**src/rtl/pfg_pkg.sv**
```systemverilog
package pfg_pkg;

    localparam int unsigned ADDR_W = 4;

    typedef enum logic [ADDR_W-1:0] {
        RA_VALUE   = 4'd0,
        RA_SET     = 4'd1,
        RA_CLR     = 4'd2,
        RA_TGL     = 4'd3,
        RA_DIR     = 4'd4,
        RA_IEN_SET = 4'd5,
        RA_IEN_CLR = 4'd6,
        RA_SENSE   = 4'd7,
        RA_BOTH    = 4'd8,
        RA_PEND    = 4'd9
    } reg_addr_e;

    typedef enum logic {
        EL_IDLE = 1'b0,
        EL_PEND = 1'b1
    } latch_st_e;

endpackage

```
**src/rtl/pfg_sync.sv**
```systemverilog
module pfg_sync #(
    parameter int unsigned W      = 16,
    parameter int unsigned STAGES = 2
) (
    input  logic         clk,
    input  logic         rst_n,
    input  logic [W-1:0] d_i,
    output logic [W-1:0] q_o
);

    logic [W-1:0] stage_q [STAGES];

    for (genvar s = 0; s < STAGES; s++) begin : g_stage
        if (s == 0) begin : g_first
            always_ff @(posedge clk or negedge rst_n) begin
                if (!rst_n) stage_q[s] <= '0;
                else        stage_q[s] <= d_i;
            end
        end else begin : g_next
            always_ff @(posedge clk or negedge rst_n) begin
                if (!rst_n) stage_q[s] <= '0;
                else        stage_q[s] <= stage_q[s-1];
            end
        end
    end

    assign q_o = stage_q[STAGES-1];

endmodule

```
**src/rtl/pfg_regs.sv**
```systemverilog
module pfg_regs
    import pfg_pkg::*;
#(
    parameter int unsigned NPINS = 16
) (
    input  logic              clk,
    input  logic              rst_n,
    input  logic              bus_wr,
    input  logic [ADDR_W-1:0] bus_addr,
    input  logic [NPINS-1:0]  bus_wdata,
    output logic [NPINS-1:0]  out_q,
    output logic [NPINS-1:0]  dir_q,
    output logic [NPINS-1:0]  ien_q,
    output logic [NPINS-1:0]  sense_q,
    output logic [NPINS-1:0]  both_q,
    output logic [NPINS-1:0]  clr_pulse
);

    reg_addr_e sel;
    assign sel = reg_addr_e'(bus_addr);

    always_ff @(posedge clk or negedge rst_n) begin
        if (!rst_n) begin
            out_q   <= '0;
            dir_q   <= '0;
            ien_q   <= '0;
            sense_q <= '0;
            both_q  <= '0;
        end else if (bus_wr) begin
            unique case (sel)
                RA_VALUE:   out_q   <= bus_wdata;
                RA_SET:     out_q   <= out_q | bus_wdata;
                RA_CLR:     out_q   <= out_q & ~bus_wdata;
                RA_TGL:     out_q   <= out_q ^ bus_wdata;
                RA_DIR:     dir_q   <= bus_wdata;
                RA_IEN_SET: ien_q   <= ien_q | bus_wdata;
                RA_IEN_CLR: ien_q   <= ien_q & ~bus_wdata;
                RA_SENSE:   sense_q <= bus_wdata;
                RA_BOTH:    both_q  <= bus_wdata;
                default:    ;
            endcase
        end
    end

    always_comb begin
        clr_pulse = '0;
        if (bus_wr && (sel == RA_CLR)) clr_pulse = bus_wdata;
    end

    // ones written through the set alias end up high, other bits keep their value
    p_set_r3: assert property (@(posedge clk) disable iff (!rst_n)
        (bus_wr && sel == RA_SET) |=>
            (((out_q & $past(bus_wdata)) == $past(bus_wdata)) &&
             ((out_q & ~$past(bus_wdata)) == ($past(out_q) & ~$past(bus_wdata)))));

    // ones written through the clear alias end up low, other bits keep their value
    p_clr_r4: assert property (@(posedge clk) disable iff (!rst_n)
        (bus_wr && sel == RA_CLR) |=>
            (((out_q & $past(bus_wdata)) == '0) &&
             ((out_q & ~$past(bus_wdata)) == ($past(out_q) & ~$past(bus_wdata)))));

    // toggled bits flip, every other bit holds
    p_tgl_r5: assert property (@(posedge clk) disable iff (!rst_n)
        (bus_wr && sel == RA_TGL) |=> ((out_q ^ $past(out_q)) == $past(bus_wdata)));

    // enable-set turns bits on and never turns any off
    p_ien_r7: assert property (@(posedge clk) disable iff (!rst_n)
        (bus_wr && sel == RA_IEN_SET) |=>
            (((ien_q & $past(bus_wdata)) == $past(bus_wdata)) &&
             ((ien_q & $past(ien_q)) == $past(ien_q))));

endmodule

```
**src/rtl/pfg_edge.sv**
```systemverilog
module pfg_edge
    import pfg_pkg::*;
#(
    parameter int unsigned NPINS = 16
) (
    input  logic             clk,
    input  logic             rst_n,
    input  logic [NPINS-1:0] sensed_i,
    input  logic [NPINS-1:0] sense_i,
    input  logic [NPINS-1:0] both_i,
    input  logic [NPINS-1:0] ien_i,
    input  logic [NPINS-1:0] clr_i,
    output logic [NPINS-1:0] pend_o,
    output logic             irq_o
);

    logic [NPINS-1:0] prev_q;
    logic [NPINS-1:0] rise;
    logic [NPINS-1:0] fall;
    logic [NPINS-1:0] hit;
    logic [NPINS-1:0] active;

    always_ff @(posedge clk or negedge rst_n) begin
        if (!rst_n) prev_q <= '0;
        else        prev_q <= sensed_i;
    end

    assign rise = sensed_i & ~prev_q;
    assign fall = ~sensed_i & prev_q;
    assign hit  = sense_i & (rise | (both_i & fall));

    for (genvar g = 0; g < NPINS; g++) begin : g_pin
        latch_st_e st_q, st_d;

        always_ff @(posedge clk or negedge rst_n) begin
            if (!rst_n) st_q <= EL_IDLE;
            else        st_q <= st_d;
        end

        always_comb begin
            st_d = st_q;
            unique case (st_q)
                EL_IDLE: if (hit[g])               st_d = EL_PEND;
                EL_PEND: if (clr_i[g] && !hit[g])  st_d = EL_IDLE;
                default:                           st_d = EL_IDLE;
            endcase
        end

        assign pend_o[g] = (st_q == EL_PEND);
    end

    assign active = (sense_i & pend_o) | (~sense_i & sensed_i);

    always_ff @(posedge clk or negedge rst_n) begin
        if (!rst_n) irq_o <= 1'b0;
        else        irq_o <= |(ien_i & active);
    end

    // with every enable off, the interrupt stays low
    p_irq_quiet_r13: assert property (@(posedge clk) disable iff (!rst_n)
        (ien_i == '0) |=> !irq_o);

    // a clear with no competing edge empties the pending latch
    p_clear_r11: assert property (@(posedge clk) disable iff (!rst_n)
        ((clr_i & ~hit) != '0) |=> ((pend_o & $past(clr_i & ~hit)) == '0));

    // a qualifying edge is always captured by the latch
    p_capture_r9: assert property (@(posedge clk) disable iff (!rst_n)
        (hit != '0) |=> ((pend_o & $past(hit)) == $past(hit)));

    // an enabled level-mode pin that is high raises irq on the next edge
    p_level_r8: assert property (@(posedge clk) disable iff (!rst_n)
        ((ien_i & ~sense_i & sensed_i) != '0) |=> irq_o);

endmodule

```
**src/rtl/pfg_top.sv**
```systemverilog
module pfg_top
    import pfg_pkg::*;
#(
    parameter int unsigned NPINS       = 16,
    parameter int unsigned SYNC_STAGES = 2
) (
    input  logic              clk,
    input  logic              rst_n,
    input  logic              bus_wr,
    input  logic [ADDR_W-1:0] bus_addr,
    input  logic [NPINS-1:0]  bus_wdata,
    output logic [NPINS-1:0]  bus_rdata,
    input  logic [NPINS-1:0]  pad_in,
    output logic [NPINS-1:0]  pad_out,
    output logic [NPINS-1:0]  pad_oe,
    output logic              irq
);

    logic [NPINS-1:0] pad_sync;
    logic [NPINS-1:0] out_q, dir_q, ien_q, sense_q, both_q, clr_pulse;
    logic [NPINS-1:0] sensed;
    logic [NPINS-1:0] pend;

    pfg_sync #(.W(NPINS), .STAGES(SYNC_STAGES)) u_sync (
        .clk   (clk),
        .rst_n (rst_n),
        .d_i   (pad_in),
        .q_o   (pad_sync)
    );

    pfg_regs #(.NPINS(NPINS)) u_regs (
        .clk       (clk),
        .rst_n     (rst_n),
        .bus_wr    (bus_wr),
        .bus_addr  (bus_addr),
        .bus_wdata (bus_wdata),
        .out_q     (out_q),
        .dir_q     (dir_q),
        .ien_q     (ien_q),
        .sense_q   (sense_q),
        .both_q    (both_q),
        .clr_pulse (clr_pulse)
    );

    assign sensed = (dir_q & out_q) | (~dir_q & pad_sync);

    pfg_edge #(.NPINS(NPINS)) u_edge (
        .clk      (clk),
        .rst_n    (rst_n),
        .sensed_i (sensed),
        .sense_i  (sense_q),
        .both_i   (both_q),
        .ien_i    (ien_q),
        .clr_i    (clr_pulse),
        .pend_o   (pend),
        .irq_o    (irq)
    );

    assign pad_out = out_q;
    assign pad_oe  = dir_q;

    always_comb begin
        bus_rdata = '0;
        case (reg_addr_e'(bus_addr))
            RA_VALUE:   bus_rdata = sensed;
            RA_SET:     bus_rdata = out_q;
            RA_CLR:     bus_rdata = out_q;
            RA_DIR:     bus_rdata = dir_q;
            RA_IEN_SET: bus_rdata = ien_q;
            RA_IEN_CLR: bus_rdata = ien_q;
            RA_SENSE:   bus_rdata = sense_q;
            RA_BOTH:    bus_rdata = both_q;
            RA_PEND:    bus_rdata = pend;
            default:    bus_rdata = '0;
        endcase
    end

    // the pad enable always mirrors the direction register
    p_oe_r2: assert property (@(posedge clk) disable iff (!rst_n)
        (bus_wr && bus_addr == RA_DIR) |=> (pad_oe == $past(bus_wdata)));

endmodule

```
**config.mk**
```make
export PLATFORM = sky130hd
export DESIGN_NAME = pfg_top
export DESIGN_NICKNAME = d
export VERILOG_FILES = /design/src/rtl/pfg_pkg.sv /design/src/rtl/pfg_sync.sv /design/src/rtl/pfg_regs.sv /design/src/rtl/pfg_edge.sv /design/src/rtl/pfg_top.sv
export SDC_FILE = /design/constraint.sdc
export NUM_CORES = 1
export LEC_CHECK = 0
export ABC_AREA = 1
export ABC_CLOCK_PERIOD_IN_PS = 4700
export CORE_UTILIZATION = 50
export CTS_CLUSTER_DIAMETER = 200
export DETAILED_ROUTE_END_ITERATION = 8
export DONT_BUFFER_PORTS = 1
export HOLD_SLACK_MARGIN = 0.15
export PLACE_DENSITY = 0.75
export SLEW_MARGIN = 20
export SYNTH_ARGS = -nofsm -noshare
export SYNTH_HDL_FRONTEND = slang
export SYNTH_SLANG_ARGS = --single-unit
```
**constraint.sdc**
```tcl
create_clock -name clk -period 4.7 [get_ports clk]
set_input_delay 1.175 -clock clk [delete_from_list [all_inputs] [get_ports clk]]
set_output_delay 1.175 -clock clk [all_outputs]
set_load 0.03 [all_outputs]
```
======== Word level (Yosys, flattened, before mapping) ========
Cells that the tools add are included.
operators by class
  bitwise logic cells ..................... 38
  equality and inequality tests ........... 9
  muxes and demuxes ....................... 52
  reduce and logical (&&, ||, !) cells .... 44
operators with widths
  operator                                                         count
  16-bit bitwise AND                                               11
  16-bit one-hot mux with 7 select lines                           1
  16-bit NOT                                                       5
  16-bit OR                                                        5
  16-bit one-hot mux with 4 select lines                           1
  1-bit 2-to-1 mux                                                 32
  1-bit one-hot mux with 2 select lines                            16
  16-bit one-hot mux with 2 select lines                           1
  1-bit logical AND                                                17
  4-bit by 3-bit == test with 1-bit output, second input constant  4
  1-bit zero test                                                  16
  16-bit 2-to-1 mux                                                1
  1-bit NOT                                                        16
  16-bit OR reduction                                              1
  16-bit bitwise XOR                                               1
  2-bit AND reduction                                              5
  4-bit by 2-bit == test with 1-bit output, second input constant  2
  4-bit == test, second input constant                             2
  4-bit by 1-bit == test with 1-bit output, second input constant  1
  4-bit zero test                                                  1
  4-bit nonzero test                                               1
  2-bit OR reduction                                               2
  2-bit nonzero test                                               1
storage, ports and cells
  flip-flop bits (word level) ............. 145
  output and inout port bits .............. 49

======== Depth between registers and ports, before layout ========
Gate-level depths: netlist of the first run.
  depth after elaboration ................. 12
  depth in mapped cells ................... 10
  gate-level depth less buffers ........... 9

======== Cells and area by module ========
A second synthesis of the first run with hierarchy kept.
unflattened totals
  cell total of the unflattened synthesis .. 1073
  area total of the unflattened synthesis .. 8065.2 um^2
modules (own cells, without submodules)
  module    instances  cells an instance  area an instance (um^2)  sequential area each (um^2)
  pfg_regs  1          496                4167.7                   2001.9
  pfg_edge  1          227                1701.6                   825.8
  pfg_top   1          302                1275.0                   0.0
  pfg_sync  1          48                 920.9                    800.8

======== Least setup slack after synthesis of the first run ========
OpenSTA, ideal clock, no wires.
  kind .................................... in2out
  start ................................... input port bus_addr[0]
  end ..................................... output port bus_rdata[10]
  required time ........................... 3.525 ns
  cell stages on the path ................. 7
  buffers on the path ..................... 2
  path slack .............................. 1.223 ns
  arrival time ............................ 2.302 ns
  path through ............................ buf_2 > nor2_4 > nand2_1 > buf_2 > o22ai_1 > nor2_1 > nand2_1
on the way
  longest elaborated chain between the ends .. 3
RTL lines
  element                                                           line           RTL
  start: declaration                                                pfg_top.sv:10  input logic [ADDR_W-1:0] bus_addr,
  4-bit by 3-bit == test with 1-bit output (tied with other cells)  pfg_top.sv:64  case (reg_addr_e'(bus_addr))
  2-bit OR reduction (no source line)                               n/a
  16-bit one-hot mux with 7 select lines *                          pfg_top.sv:64
  end: declaration                                                  pfg_top.sv:12  output logic [NPINS-1:0] bus_rdata,
Every way passes the cells marked *; elsewhere a longest branch is shown, timed or not.

======== Final worst setup path of the first run ========
  start ................................... input port bus_addr[2]
  end ..................................... output port bus_rdata[12]
The elaborated chain is that of the path after synthesis.

==> summary.txt, run 1 <==
LEAKAGE: 0.00397 µW
Hold_buf cts: 0
First-pass GRT wire length: 31,000 µm
# diodes: 0
Routability Congestion: 0.858
Worst Setup EP: bus_rdata[12]
Critical path peak fanout: 10
Critical Path End Type: primary output
Kind of critical path: in -> out
Pin slew with the least headroom to its limit: 995 ps
Ys Warns: 0
Yosys cell types: 22
Clk_lat worst skew: 430 ps
Worst r2r src: u_regs.out_q[1]
Total GRT Usage: 0.274
Status: completed
Critical Path Start Type: input port
Synth cell count leaders: 254 x nand2_1, 145 x dfrtp_1, 110 x inv_1, 110 x o21ai_0, 63 x a21oi_1
Clk_skew: 8.82 ps
Flop and latch count out of synthesis: 145
Synth Flop Type: dfrtp_1
Detailed Place HPWL: 12,300 µm
Initial antenna violation count: 0
Fin crit period: 3740 ps
Worst slack at placement: 958 ps
DRC Markers: 0
CP max-delay cell: nand3_1
Worst EP required: 3520 ps
WL final: 19,400 µm
IO Count: 88
CTS clk-pin slew, worst paths: 60 ps
CP Launch Point: bus_addr[2]
Area grow syn2layout: 10.3%
CTS Buffer Depth: 2
Std cell rows: 43
Port Buffers: 0
Post-synth design cell area: 7350 µm²
Share of cells above drive strength 1: 0.0632
Largest net degree at the start of global routing: 146
Final period util: 0.796
R2R Path End: u_regs.out_q[1]
FFs w/ async S/R, synth: 1.00
Reg2reg setup slack: 3180 ps
Chip height: 123 µm
Pwr/cell area: 461 nW/µm²
Core area: 14,100 µm²
Synthesized area per cell: 8.00 µm²
Top-count cell post-synth: nand2_1
Seq/Total Area, Yosys: 0.494
Max-slew headroom: 0.335
Clk sinks: 145
CTS tree: built
Yosys top cell area share: 0.494
CP cell instances: inv_2 -> nor2_4 -> nand3_1 -> buf_4 -> o22ai_1 -> nor2_1 -> nand2_1
Initial core utilization: 0.521
R2R cell count: 6
Avg Vias per Cell: 5.61
First-pass DRT Iterations: 5
DRC marker count from the first detailed-route iteration: 508
Vias in the first global route: 5,910
Cell taking the most area after synthesis: dfrtp_1
Max frequency: 267 MHz
Worst hold path type: reg -> reg
Post-CTS setup buffer count: 0
EDFF count, synth: 0
Mapped Nets: 990
Max cap viols: 0
Cell count after synthesis: 919
Setup TNS: 0 ps
Final Max Tran Viols: 0
H-Tree Depth: 4
Clock root cell: clkbuf_16
Chip width: 123 µm
DR vias: 6,246
Final Net Count: 991
Worst setup margin: 961 ps
Die Area: 15,200 µm²
Post-route ant nets: 0
Critical Path Max Stage Delay: 350 ps
WP data arrival: 2560 ps
Resized Gates After CTS: 0
Num CTS Buffers: 17
WL/cell: 17.4 µm
Setup Viol. Count Final: 0
Worst VDD drop: 0.000348 V
Congestion Overflow GR: 0
RSZ-0062 raised after global routing: no
Synth area leaders: dfrtp_1 49%, nand2_1 13%, o21ai_0 7.5%, inv_1 5.6%, ha_1 5.4%
Final Hold Viols: 0
==> report_power, final <==
group	leakage [µW]	internal [µW]	total, µW	switching [µW]
combinational	0.00198	223	667	445
sequential	0.00172	1460	1750	289
clock	0.000275	749	1310	564
==> area by class of cell <==
class / count / area [µm²]
flip-flops and latches: 145 / 3630
clock buffers: 18 / 439
repair buffers: 12 / 90.1
inverters: 114 / 428
clock inverters: 14 / 131
multi-input cells: 630 / 3160
well taps: 180 / 225
fillers: 1273 / 5990
==> metrics by stage <==
stage | std cells | utilization | hold slack (ps) | power (µW) | area, µm²
final | 1113 | 0.575 | 347 | 3730 | 8100
after global routing | 1113 | 0.575 | 355 | 3940 | 8100
after CTS | 1113 | 0.575 | 349 | 3740 | 8100
after detailed placement | 1081 | 0.534 | 336 | 2430 | 7530
after global placement | 1081 | 0.534 | 332 | 2410 | 7530
after floorplan | 919 | - | 331 | 2250 | 7350
==> critical path: cells and delay by family <==
kind / cells / cell delay, ps
AND/OR/NAND/NOR: 4 / 810
buffers and inverters: 2 / 390
AO/OA/AOI/OAI: 1 / 170
==> layer usage <==
layer / wire (µm) / global-route usage / share of wire / vias to the layer above
met4: 407 / 0.0904 / 0.021 / 0
li1: - / - / - / 3005
met5: 0 / 0 / 0 / -
met1: 8150 / 0.365 / 0.42 / 2949
met2: 9090 / 0.430 / 0.47 / 266
met3: 1710 / 0.0775 / 0.088 / 26
==> layout by cell type (no fill, tap or decap), types with 4 or more instances in the layout <==
cell,Yosys,routed
nor2_1,37,37
a21oi_1,63,63
nor2_4,5,5
nand4_1,6,6
clkbuf_16,0,17
nand3_1,50,50
inv_1,110,110
nand2_1,254,254
inv_2,4,4
o21ai_0,110,110
o21ai_1,28,28
dfrtp_1,145,145
o22ai_1,32,32
o21a_1,7,7
buf_4,2,12
ha_1,32,32
==> worst min path at each step <==
stage,cells past startpoint,startpoint,end,slack [ps]
floorplan,0,u_sync.stage_q[16],u_sync.q_o[0],330
global placement,0,u_sync.stage_q[31],u_sync.q_o[15],330
detailed placement,0,u_sync.stage_q[26],u_sync.q_o[10],340
CTS,0,u_sync.stage_q[27],u_sync.q_o[11],350
global route,0,u_sync.stage_q[29],u_sync.q_o[13],350
finish,0,u_sync.stage_q[31],u_sync.q_o[15],350
==> cells by family after synthesis <==
family          count (synthesis)  synth area share
simple gates                  358             0.203
compound gates                240             0.171
flops                         145             0.494
buf+inv                       144            0.0775
fa+ha+maj                      32            0.0545
No activity file was read; power rests on OpenSTA's default activity.
==> run 2, diff against run 1 <==
--- a/config.mk
+++ b/config.mk
@@ -5,8 +5,8 @@
 export SDC_FILE = /design/constraint.sdc
 export NUM_CORES = 1
 export LEC_CHECK = 0
-export ABC_AREA = 1
-export ABC_CLOCK_PERIOD_IN_PS = 4700
+export ABC_AREA = 0
+export ABC_CLOCK_PERIOD_IN_PS = 3800
 export CORE_UTILIZATION = 50
 export CTS_CLUSTER_DIAMETER = 200
 export DETAILED_ROUTE_END_ITERATION = 8
==> constraint.sdc (replaced) <==
create_clock -name clk -period 3.8 [get_ports clk]
set_input_delay 0.95 -clock clk [delete_from_list [all_inputs] [get_ports clk]]
set_output_delay 0.95 -clock clk [all_outputs]
set_load 0.03 [all_outputs]
==> summary.txt, run 2 <==
Worst VDD drop: 0.000330 V (-5.4%)
Mapped Nets: 721 (-27%)
# diodes: 0 (unchanged)
Routability Congestion: 0.884 (+3.0%)
R2R Path End: u_edge.irq_o
Final Max Tran Viols: 0 (unchanged)
Fill count: 1,086 (-15%)
Vias in the first global route: 5,491 (-7.1%)
Final Net Count: 722 (-27%)
Num CTS Buffers: 17 (unchanged)
Worst EP required: 2850 ps (-670 ps)
Initial core utilization: 0.521 (about the same)
Total Power: 5060 µW (+35%)
Critical Path Start Type: input port
Max-slew headroom: 0.367 (+0.0325)
Placed insts: 808 (-25%)
Worst slack at placement: 461 ps (-497 ps)
Most common cell after layout, fill and taps aside: dfrtp_1
Core area: 13,500 µm² (-4.6%)
Chip height: 120 µm (-2.3%)
Die Area: 14,500 µm² (-4.5%)
WL/cell: 20.9 µm (+20%)
DRC Markers: 0 (unchanged)
Seq/Total Area, Yosys: 0.518 (+0.0239)
Hold WS: 207 ps (-140 ps)
Avg Vias per Cell: 6.26 (+12%)
CP cell instances: nor4b_4 -> buf_4 -> a222oi_1 -> nand3_1
DRC marker count from the first detailed-route iteration: 658 (+30%)
Post-synth design cell area: 7010 µm² (-4.6%)
CTS clk-pin slew, worst paths: 60 ps (about the same)
Status: completed
LEAKAGE: 0.00349 µW (-12%)
Post-route ant nets: 0 (unchanged)
FFs w/ async S/R, synth: 1.00 (unchanged)
Flop and latch count out of synthesis: 145 (unchanged)
Port Buffers: 0 (unchanged)
Setup TNS: 0 ps (unchanged)
Pwr/cell area: 649 nW/µm² (+41%)
IO Count: 88 (unchanged)
Critical Path Max Stage Delay: 680 ps (+330 ps)
Congestion Overflow GR: 0 (unchanged)
EDFF count, synth: 0 (unchanged)
Largest net degree at the start of global routing: 146 (unchanged)
First-pass DRT Iterations: 9 (+4)
Detailed Place HPWL: 11,400 µm (-6.7%)
CTS Buffer Depth: 2 (unchanged)
Worst hold path type: in -> async
CP max-delay cell: nor4b_4
WP data arrival: 2420 ps (-140 ps)
Cell count after synthesis: 650 (-29%)
Initial antenna violation count: 0 (unchanged)
R2R cell count: 5 (-1)
Synth cell count leaders: 145 x dfrtp_1, 119 x nand2_1, 68 x o21ai_0
Resized Gates After CTS: 0 (unchanged)
Clock root cell: clkbuf_16
Most frequent cells in the layout: 145 x dfrtp_1, 119 x nand2_1, 68 x o21ai_0
Yosys top cell area share: 0.518 (+0.0239)
Critical Path End Type: primary output
Chip width: 120 µm (-2.3%)
First-pass GRT wire length: 28,300 µm (-8.9%)
Worst r2r src: u_regs.dir_q[3]
Hold_buf cts: 0 (unchanged)
Area grow syn2layout: 11.1%
Clk_lat worst skew: 440 ps (about the same)
Cell taking the most area after synthesis: dfrtp_1
Worst setup margin: 432 ps (-529 ps)
Synth area leaders: dfrtp_1 52%, nand2_1 6.4%, ha_1 5.7%, o21ai_0 4.9%, a222oi_1 4.6%
Pin slew with the least headroom to its limit: 948 ps (-46.6 ps)
DR vias: 5,261 (-16%)
Post-CTS setup buffer count: 0 (unchanged)
RSZ-0062 raised after global routing: no
Synthesized area per cell: 10.8 µm² (+35%)
Fin crit period: 3370 ps
Top-count cell post-synth: dfrtp_1
Final period util: 0.886
H-Tree Depth: 4 (unchanged)
Max frequency: 297 MHz
Clk sinks: 145 (unchanged)
Kind of critical path: in -> out
Setup Viol. Count Final: 0 (unchanged)
CTS tree: built
Synth Flop Type: dfrtp_1
Non-filler instance count after layout: 840 (-25%)
Std cell rows: 42 (-2.3%)
Max cap viols: 0 (unchanged)
Share of cells above drive strength 1: 0.139 (+0.0753)
Final Hold Viols: 0 (unchanged)
WL final: 17,600 µm (-9.3%)
Critical path peak fanout: 30 (+20)
Yosys cell types: 41 (+86%)
Ys Warns: 0 (unchanged)
Clk_skew: 8.17 ps (-0.655 ps)
Total GRT Usage: 0.259 (-0.0153)
Reg2reg setup slack: 1710 ps (-1470 ps)
run 2: cell types whose count changed after synthesis, sizes merged, moves of 16 or more:
cell | before | now
o22ai | 32 | 0
nand3 | 50 | 24
o21ai | 138 | 82
mux2 | 0 | 21
a21oi | 63 | 16
nor2 | 43 | 3
a31oi | 0 | 16
a222oi | 0 | 32
a22o | 0 | 16
nand2 | 258 | 120
inv | 114 | 50
mux2i | 0 | 16
run 2: layer usage:
layer / up-vias / part of all wire / track usage
met2: 246 / 0.49 / 0.421
met1: 2622 / 0.39 / 0.309
li1: 2351 / - / -
met4: 0 / 0.023 / 0.123
met3: 42 / 0.099 / 0.0877
met5: - / 0 / 0
run 2: kinds of logic (layout without fill, tap and decap cells):
logic type / Yosys count / count (layout) / synth area share
adders and majority gates: 32 / 32 / 0.0571
and+or+nand+nor: 164 / 164 / 0.111
AOI/OAI and AO/OA: 178 / 178 / 0.169
xor gates and xnor gates: 1 / 1 / 0.00232
DFF: 145 / 145 / 0.518
buffers and inverters: 83 / 97 / 0.0541
muxes: 47 / 47 / 0.0887
run 2: metrics by stage:
stage	area (µm²)	utilization
2_1_floorplan	7010	-
3_3_place_gp	7160	0.532
3_5_place_dp	7160	0.532
4_1_cts	7780	0.579
5_1_grt	7780	0.579
6_report	7780	0.579
run 2: power breakdown:
part	switching [µW]	total (µW)	internal [µW]
Combinational	463	879	416
Sequential	544	2410	1860
Clock	655	1770	1120
Total	1660	5060	3390
run 2: layout make-up:
cell class	count	area, µm²	area share
clock buffer	20	447	0.0574
clock inverter	12	181	0.0233
inverter	50	188	0.0241
multi-input combinational	422	3010	0.386
sequential	145	3630	0.466
tap	176	220	0.0283
timing repair buffer	15	113	0.0145
run 2: worst max-delay path by stage:
stage,start,to,slack (ps),cells past startpoint
after floorplan,bus_addr[1],bus_rdata[14],640,6
after global placement,bus_addr[0],bus_rdata[9],560,4
after detailed placement,bus_addr[0],bus_rdata[0],460,4
after CTS,bus_addr[0],bus_rdata[0],440,4
after global routing,bus_addr[0],bus_rdata[9],410,4
final,bus_addr[0],bus_rdata[0],430,4
run 2: critical path, delay by kind of cell:
| family | cells | cell delay [ps] |
|---|---|---|
| and+or+nand+nor | 2 | 1020 |
| buffers and inverters | 1 | 320 |
| AOI/OAI and AO/OA | 1 | 110 |
